<file path="config.mk">
export PLATFORM = sky130hd
export DESIGN_NAME = pgdec_stat_ctrl
export DESIGN_NICKNAME = d
export VERILOG_FILES = /design/src/rtl/pgdec_pkg.sv /design/src/rtl/pgdec_call_track.sv /design/src/rtl/pgdec_buf_track.sv /design/src/rtl/pgdec_ctrl_reg.sv /design/src/rtl/pgdec_stat_ctrl.sv
export SDC_FILE = /design/constraint.sdc
export NUM_CORES = 1
export LEC_CHECK = 0
export BUFFER_PORTS_ARGS = -buffer_cell sky130_fd_sc_hd__buf_2
export CORE_ASPECT_RATIO = 1.5
export CORE_MARGIN = 2
export CORE_UTILIZATION = 52
export DETAILED_ROUTE_END_ITERATION = 8
export GPL_TIMING_DRIVEN = 0
export PLACE_DENSITY = 0.78
export REMOVE_ABC_BUFFERS = 1
export SYNTH_ARGS = -nofsm -noshare
export SYNTH_HDL_FRONTEND = slang
export SYNTH_SLANG_ARGS = --single-unit
</file>
<file path="constraint.sdc">
create_clock -name clk -period 3.2 [get_ports clk]
set_input_delay 0.16 -clock clk [delete_from_list [all_inputs] [get_ports clk]]
set_output_delay 0.16 -clock clk [all_outputs]
set_load 0.05 [all_outputs]
</file>
<file path="src/rtl/pgdec_pkg.sv">
package pgdec_pkg;
  localparam int STAT_W = 8;
  localparam int CODE_W = 2;

  // status field positions (host software decodes these)
  localparam int S_CALL_LO = 0;
  localparam int S_BUF_LO  = 2;
  localparam int S_ALERT   = 4;
  localparam int S_OOR     = 5;
  localparam int S_MON     = 6;
  localparam int S_TICK    = 7;

  // control field positions
  localparam int C_TERM    = 0;
  localparam int C_EEW     = 1;
  localparam int C_MONSEL  = 2;
  localparam int C_RXON    = 3;
  localparam int C_DECON   = 4;
  localparam int C_MOOR    = 5;
  localparam int C_MMON    = 6;
  localparam int C_MTICK   = 7;

  typedef enum logic [CODE_W-1:0] {
    CALL_NONE   = 2'd0,
    CALL_NEW    = 2'd1,
    CALL_CONT   = 2'd2,
    CALL_BATCH0 = 2'd3
  } call_kind_e;
endpackage

</file>
<file path="src/rtl/pgdec_call_track.sv">
module pgdec_call_track
  import pgdec_pkg::*;
#(
  parameter int PEND_DEPTH = 1
) (
  input  logic              clk,
  input  logic              rst,
  input  logic              rd_clr,
  input  logic              evt,
  input  logic [CODE_W-1:0] code,
  output logic [CODE_W-1:0] cur_o
);
  localparam int CW = $clog2(PEND_DEPTH + 1);

  logic [CODE_W-1:0]                  cur_q, cur_b, cur_n;
  logic [PEND_DEPTH-1:0][CODE_W-1:0]  pend_q, pend_b, pend_n;
  logic [CW-1:0]                      cnt_q, cnt_b, cnt_n;

  // read side: shift the queue head into the visible field
  always_comb begin
    cur_b  = cur_q;
    pend_b = pend_q;
    cnt_b  = cnt_q;
    if (rd_clr) begin
      if (cnt_q != '0) begin
        cur_b = pend_q[0];
        for (int i = 0; i < PEND_DEPTH - 1; i++) begin
          pend_b[i] = pend_q[i+1];
        end
        pend_b[PEND_DEPTH-1] = CALL_NONE;
        cnt_b = cnt_q - 1'b1;
      end else begin
        cur_b = CALL_NONE;
      end
    end
  end

  // event side: applied after the read, so a same-cycle call survives
  always_comb begin
    cur_n  = cur_b;
    pend_n = pend_b;
    cnt_n  = cnt_b;
    if (evt && (code != CALL_NONE)) begin
      if (cur_b == CALL_NONE) begin
        cur_n = code;
      end else if (cnt_b < CW'(PEND_DEPTH)) begin
        for (int i = 0; i < PEND_DEPTH; i++) begin
          if (CW'(i) == cnt_b) pend_n[i] = code;
        end
        cnt_n = cnt_b + 1'b1;
      end
    end
  end

  always_ff @(posedge clk) begin
    if (rst) begin
      cur_q  <= CALL_NONE;
      pend_q <= '0;
      cnt_q  <= '0;
    end else begin
      cur_q  <= cur_n;
      pend_q <= pend_n;
      cnt_q  <= cnt_n;
    end
  end

  assign cur_o = cur_q;
endmodule

</file>
<file path="src/rtl/pgdec_buf_track.sv">
module pgdec_buf_track (
  input  logic       clk,
  input  logic       rst,
  input  logic       rd_clr,
  input  logic       nonempty,
  input  logic       ovf,
  output logic [1:0] st_o
);
  logic avail_q, flag_q, prev_q;
  logic avail_b, flag_b, avail_n, flag_n;
  logic drain;

  assign drain = prev_q & ~nonempty;

  always_comb begin
    // read clears the event bit, and the data bit only once empty
    flag_b  = rd_clr ? 1'b0 : flag_q;
    avail_b = rd_clr ? (avail_q & nonempty) : avail_q;
    flag_n  = flag_b;
    avail_n = avail_b;
    if (ovf) begin
      flag_n  = 1'b1;
      avail_n = 1'b1;
    end else if (drain) begin
      flag_n  = 1'b1;
      avail_n = flag_b ? avail_b : 1'b0;
    end else if (nonempty && !flag_b) begin
      avail_n = 1'b1;
    end
  end

  always_ff @(posedge clk) begin
    if (rst) begin
      avail_q <= 1'b0;
      flag_q  <= 1'b0;
      prev_q  <= 1'b0;
    end else begin
      avail_q <= avail_n;
      flag_q  <= flag_n;
      prev_q  <= nonempty;
    end
  end

  assign st_o = {flag_q, avail_q};
endmodule

</file>
<file path="src/rtl/pgdec_ctrl_reg.sv">
module pgdec_ctrl_reg
  import pgdec_pkg::*;
#(
  parameter int W = STAT_W
) (
  input  logic         clk,
  input  logic         rst,
  input  logic         wr_stb,
  input  logic [W-1:0] wr_data,
  input  logic         term_done,
  output logic [W-1:0] ctrl_o
);
  logic [W-1:0] ctrl_q;

  always_ff @(posedge clk) begin
    if (rst) begin
      ctrl_q <= '0;
    end else if (wr_stb) begin
      ctrl_q <= wr_data;
    end else if (term_done) begin
      ctrl_q[C_TERM] <= 1'b0;
    end
  end

  assign ctrl_o = ctrl_q;
endmodule

</file>
<file path="src/rtl/pgdec_stat_ctrl.sv">
module pgdec_stat_ctrl
  import pgdec_pkg::*;
#(
  parameter int PEND_DEPTH = 1
) (
  input  logic              clk,
  input  logic              rst,
  input  logic              rd_stb,
  output logic [STAT_W-1:0] rd_data,
  input  logic              wr_stb,
  input  logic [STAT_W-1:0] wr_data,
  input  logic              call_evt,
  input  logic [CODE_W-1:0] call_code,
  input  logic              buf_nonempty,
  input  logic              buf_ovf,
  input  logic              alert_evt,
  input  logic              timer_evt,
  input  logic              oor_lvl,
  input  logic              bat_lvl,
  input  logic              rxe_lvl,
  input  logic              term_done,
  output logic              irq,
  output logic              term_req,
  output logic              eeprom_wen,
  output logic              rx_force_on,
  output logic              dec_on
);
  logic [STAT_W-1:0] ctrl_q;
  logic [CODE_W-1:0] call_st;
  logic [1:0]        buf_st;
  logic              alert_q, tick_q, oor_q, mon_q;
  logic [STAT_W-1:0] status;
  logic [STAT_W-1:0] en_mask;
  logic [STAT_W-1:0] rd_q;
  logic              irq_q;

  pgdec_ctrl_reg #(.W(STAT_W)) u_ctrl (
    .clk(clk), .rst(rst), .wr_stb(wr_stb), .wr_data(wr_data),
    .term_done(term_done), .ctrl_o(ctrl_q)
  );

  pgdec_call_track #(.PEND_DEPTH(PEND_DEPTH)) u_call (
    .clk(clk), .rst(rst), .rd_clr(rd_stb), .evt(call_evt),
    .code(call_code), .cur_o(call_st)
  );

  pgdec_buf_track u_buf (
    .clk(clk), .rst(rst), .rd_clr(rd_stb), .nonempty(buf_nonempty),
    .ovf(buf_ovf), .st_o(buf_st)
  );

  assign status = {tick_q, mon_q, oor_q, alert_q, buf_st, call_st};

  // only the level and tick sources can be masked
  always_comb begin
    en_mask          = '1;
    en_mask[S_OOR]   = ~ctrl_q[C_MOOR];
    en_mask[S_MON]   = ~ctrl_q[C_MMON];
    en_mask[S_TICK]  = ~ctrl_q[C_MTICK];
  end

  always_ff @(posedge clk) begin
    if (rst) begin
      alert_q <= 1'b0;
      tick_q  <= 1'b0;
      oor_q   <= 1'b0;
      mon_q   <= 1'b0;
      rd_q    <= '0;
      irq_q   <= 1'b0;
    end else begin
      alert_q <= (alert_q & ~rd_stb) | alert_evt;
      tick_q  <= (tick_q & ~rd_stb) | timer_evt;
      oor_q   <= oor_lvl;
      mon_q   <= ctrl_q[C_MONSEL] ? bat_lvl : rxe_lvl;
      if (rd_stb) rd_q <= status;
      irq_q   <= |(status & en_mask);
    end
  end

  assign rd_data     = rd_q;
  assign irq         = irq_q;
  assign term_req    = ctrl_q[C_TERM];
  assign eeprom_wen  = ctrl_q[C_EEW];
  assign rx_force_on = ctrl_q[C_RXON];
  assign dec_on      = ctrl_q[C_DECON];
endmodule

</file>
Word level (Yosys, flattened, before mapping)
Index checks and enable logic that the tools add are counted.
{ "totals": {"register_bits": 29, "latchBits": 0, "ram_bits": 0, "mem_bits_ro": 0, "input_bits": 23, "wordCells": 62, "mem_count": 0} }
{ "op_classes": {"addsub": 2, "n_mul": 0, "div_mod_pow": 0, "magnitude_cmp": 1, "n_eq_ne": 0, "shifts": 0, "n_mux": 26, "n_bitwise": 12, "reduce_logical": 7} }
{ "op_table": {"columns": ["operator", "count"], "rows": [
  ["2-to-1 mux 2 bit", 10],
  ["2-to-1 mux 1 bit", 16],
  ["AND 8 bit", 1],
  ["OR reduction 8 bit", 1],
  ["inverter 1 bit", 5],
  ["AND 1 bit", 4],
  ["nonzero test 2 bit", 2],
  ["logical AND 1 bit", 2],
  ["zero test 2 bit", 1],
  ["OR 1 bit", 2],
  ["adder 1 bit, second input constant", 1],
  ["zero test 1 bit", 1],
  ["less-than comparator 1 bit, second input constant", 1],
  ["subtractor 1 bit, second input constant", 1]
]} }

Depth between registers and ports, before layout
{ "depth": {"ltp_word": 7, "ltp_mapped": 5, "ltp_nobuf": 4} }

Hierarchy
From an unflattened synthesis, not the netlist that was laid out.
{ "unflattened": {"hier_cells": 118, "hier_area_um2": 1173.6} }
{ "by_module_without_submodules": {"columns": ["module", "instances", "cells_each", "area_per_inst_um2", "seq_area_each_um2"], "rows": [
  ["pgdec_stat_ctrl", 1, 46, 465.4, 260.2],
  ["pgdec_ctrl_reg", 1, 27, 289.0, 160.2],
  ["pgdec_call_track", 1, 31, 280.3, 100.1],
  ["pgdec_buf_track", 1, 14, 138.9, 60.1]
]} }

Worst setup path before layout
No wires, ideal clock.
{ "synth_timing": {"path_type": "reg2reg", "startpoint": "reg u_ctrl.ctrl_o[0] (netlist name)", "endpoint": "reg u_ctrl.ctrl_q[0] (netlist: u_ctrl.ctrl_o[0])", "setup_ps": 65, "arrival_time_ps": 953, "required_time_ps": 3135, "setup_slack_ps": 2182, "stages_incl_launch_ff": 4, "path_buffers": 0, "synth_period_minus_slack_ps": 1018, "cell_sequence": "dfxtp_1 > nor3b_1 > a21oi_1 > nor2_1"} }
{ "synth_rtl": {"columns": ["element", "line_no", "text"], "rows": [
  ["to (signal assigned)", "pgdec_ctrl_reg.sv:19", "ctrl_q <= wr_data;"],
  ["to (decl)", "pgdec_ctrl_reg.sv:13", "logic [W-1:0] ctrl_q;"]
]} }

Worst setup path in the final report
{ "layout_timing": {"startpoint": "reg u_call.cur_q[0] (netlist: u_call.cur_o[0])", "endpoint": "reg u_call.pend_q[0] (netlist name)"} }
{ "layout_between": {"elab_chain_cells": 4} }
{ "layout_lines": {"columns": ["element", "line_no", "text"], "rows": [
  ["from (decl)", "pgdec_call_track.sv:15", "logic [CODE_W-1:0] cur_q, cur_b, cur_n;"],
  ["from (signal assigned)", "pgdec_call_track.sv:61", "cur_q <= cur_n;"],
  ["2-to-1 mux 2 bit", "pgdec_call_track.sv:24", "if (rd_clr) begin"],
  ["zero test 2 bit", "pgdec_call_track.sv:44", "if (cur_b == CALL_NONE) begin"],
  ["2-to-1 mux 2 bit", "pgdec_call_track.sv:44", null],
  ["2-to-1 mux 2 bit", "pgdec_call_track.sv:43", "if (evt && (code != CALL_NONE)) begin"],
  ["to (signal assigned)", "pgdec_call_track.sv:62", "pend_q <= pend_n;"],
  ["to (decl)", "pgdec_call_track.sv:16", "logic [PEND_DEPTH-1:0][CODE_W-1:0] pend_q, pend_b, pend_n;"]
]} }
Every way passes these cells.
A chain may end at the register's enable or synchronous reset.

==> flow_metrics.py <==
metrics = {
    "sta": {
        "tns_ns": 0,
        "fin_skew_ns": 0.00201,
        "hold_viol": 0,
        "layout_setup_ws_ns": 2.08,
        "max-slew-margin-rel_pct": 67.8,
        "grt_setup_unrepaired": "no",
        "final.min_clock_period_ns": 1.12,
        "max_freq_mhz": 894,
        "finalCritPeriodShare_pct": 34.9,
        "tightest_slew_ns": 0.483,
        "final_max_slew_viol_count": 0,
        "setup_viol_count_final": 0,
    },
    "finish": {
        "synthToLayoutAreaGrowth_pct": 18.7,
        "final_util_pct": 65.3,
        "fin_nets": 180,
        "fillerInstances": 192,
        "fin_area_um2": 1340,
        "diodes": 0,
        "layout-drive-gt1-share_pct": 26.9,
    },
    "global_routing": {
        "antenna_found_initial": 0,
        "grt_start_max_net_pins": 30,
        "grtUsageTotal_pct": 19.7,
        "grt_pass1_wl_mm": 3.63,
        "grt_pass1_vias": 892,
        "gr-total-overflow": 0,
    },
    "critical_path": {
        "reg2regPathDepth": 4,
        "crit_required_ns": 3.40,
        "worstSetupPathType": "register to register",
        "r2r-start": "u_call.cur_o[0]",
        "r2r_end": "u_call.pend_q[0]",
        "critPathLaunchType": "register",
        "crit_arrival_ns": 1.32,
        "r2r_slack_ns": 2.08,
        "cp-end-kind": "register",
        "crit_fanout": 4,
    },
    "min_path": {
        "hold_path.class": "primary input to register",
        "hold_end": "oor_q",
        "holdPathStages": 2,
        "min_from": "oor_lvl",
    },
    "placement": {
        "portBuffers": 35,
        "placed_cell_area_um2": 1300,
        "preCtsSetupSlack_ns": 1.96,
        "hpwlAfterDp_mm": 1.51,
        "gp_congestion": 0.875,
    },
    "synthesis": {
        "yosysMostFrequentCell": "dfxtp_1",
        "synth_area_leader_cell": "dfxtp_1",
        "synth-edff-count": 0,
        "ys_async_sr_fraction_pct": 0,
        "yosys_warnings": 0,
        "netlist_area_um2": 1130,
        "synth_cell_types": 26,
        "synth_area_per_cell_um2": 9.33,
        "ys.flop_type": "dfxtp_1",
        "seq_area_frac_synth_pct": 51.4,
        "synth_common_cells": "29 x dfxtp_1, 22 x nor2_1, 16 x a21oi_1, 16 x mux2i_1, 6 x inv_1",
        "yosysTopAreaCellShare_pct": 51.4,
        "synth_cells": 121,
        "synth.ff_latch_count": 29,
        "synth_area_leaders": "dfxtp_1 51%, mux2i_1 14%, nor2_1 7.3%",
    },
    "run": {
        "cap_viol_max_count": 0,
    },
    "clock_network": {
        "postCtsHoldBufs": 0,
        "cts_inserted_buffers": 5,
        "htreeDepth": 2,
        "clk-insertion-delay-late_ns": 0.33,
        "cts_tree": "done",
        "cts_setup_buffers": 0,
        "clockRootBuffer": "clkbuf_4",
        "clock-sinks": 29,
        "clockBufferDepth": 2,
        "cts_resized": 0,
        "clk_pin_slew_ns": 0.08,
    },
    "floorplanning": {
        "die_w_um": 42.0,
        "core_area_um2": 2050,
        "die_h_um": 61.1,
        "core.rowCount": 20,
        "ioPinCount": 36,
        "floorplan.initialDensity_pct": 55.0,
        "die_area_um2": 2570,
    },
    "power_and_ir_drop": {
        "power.total_uw": 695,
        "powerDensity_nw_per_um2": 518,
        "p_leak_nw": 0.646,
        "vdd_ir_drop_max_mv": 0.359,
    },
    "detailed_routing": {
        "viasPerCell": 5.25,
        "wire_per_inst_um": 11.9,
        "ant_nets": 0,
        "drtPass1Iterations": 4,
        "vias": 935,
        "first_iter_violations": 33,
        "drc": 0,
        "routed_wl_mm": 2.12,
    },
    "status": {
        "status": "complete, no violations",
    },
}
## how the worst max path moves through the flow
| stage | from | endpoint | slack, ns | cells past startpoint |
|---|---|---|---|---|
| finish | u_call.cur_o[0] | u_call.pend_q[0] | 2.08 | 4 |
| global route | u_call.cur_o[0] | u_call.pend_q[0] | 2.02 | 4 |
| detailed placement | rd_stb | u_call.cur_o[0] | 1.96 | 5 |
| global placement | rd_stb | u_call.pend_q[0] | 1.98 | 5 |
| floorplan | u_call.cur_o[0] | u_call.pend_q[0] | 2.19 | 4 |
| CTS | u_call.cur_o[0] | u_call.pend_q[0] | 2.07 | 4 |
## metrics by stage
step	cells	hold slack, ns
6_report	178	0.0302
5_1_grt	178	0.0382
4_1_cts	178	0.0295
3_5_place_dp	172	0.377
3_3_place_gp	172	0.370
2_1_floorplan	115	0.227
## per-layer routing
layer  routed length, um  track usage (%)  up-vias
li1                    -                -      483
met1                 891             19.5      411
met2                1020             34.8       33
met3                 136             5.28        8
met4                  65             16.1        0
met5                   0                0        -
## worst max-delay path: stages (launching register included)
cell	delay, ns
dfxtp_1	0.43
o21bai_4	0.10
or2_1	0.25
a21oi_1	0.15
a211oi_1	0.06
## area by class of cell
cell class	instances	area, um2	area share (%)
Sequential cell	29	581	43.3
Multi-Input combinational cell	80	492	36.7
Timing Repair Buffer	35	175	13.1
Clock buffer	5	37.5	2.80
Tap cell	22	27.5	2.05
Inverter	6	22.5	1.68
Clock inverter	1	5.00	0.373
## flip-flops by register name (all words and copies together) (netlist names)
register	count
irq	1
u_call.pend_q	2
mon_q	1
u_buf.flag_q	1
u_call.cnt_q	1
u_ctrl.ctrl_o	8
rd_data	8
oor_q	1
tick_q	1
u_buf.prev_q	1
alert_q	1
u_call.cur_o	2
u_buf.avail_q	1
## kinds of logic after synthesis
family          after synthesis  synth area share (%)
mux                          16                  14.2
simple gates                 35                  13.7
compound gates               29                  15.6
buf+inv                      12                  4.99
flops                        29                  51.4
## report_power, final
part	switching (mW)	internal (mW)
clock	0.119	0.0758
sequential	0.0135	0.381
combinational	0.0662	0.0393
## cell usage in the layout, fill, tap and decap left out
cell type	n
a211oi_1	1
a21boi_0	1
a21o_1	1
a21oi_1	16
a221oi_1	1
a31oi_1	2
and3_1	2
buf_2	35
clkbuf_4	5
clkinv_2	1
dfxtp_1	29
inv_1	6
mux2i_1	16
nand2_1	2
nand3_1	2
nor2_1	22
nor2b_1	3
nor3_1	2
nor3b_1	1
o21ai_0	3
o21ai_1	1
o21bai_1	1
o21bai_4	1
o22ai_1	1
or2_1	1
Power figures use the tool's default switching activity.
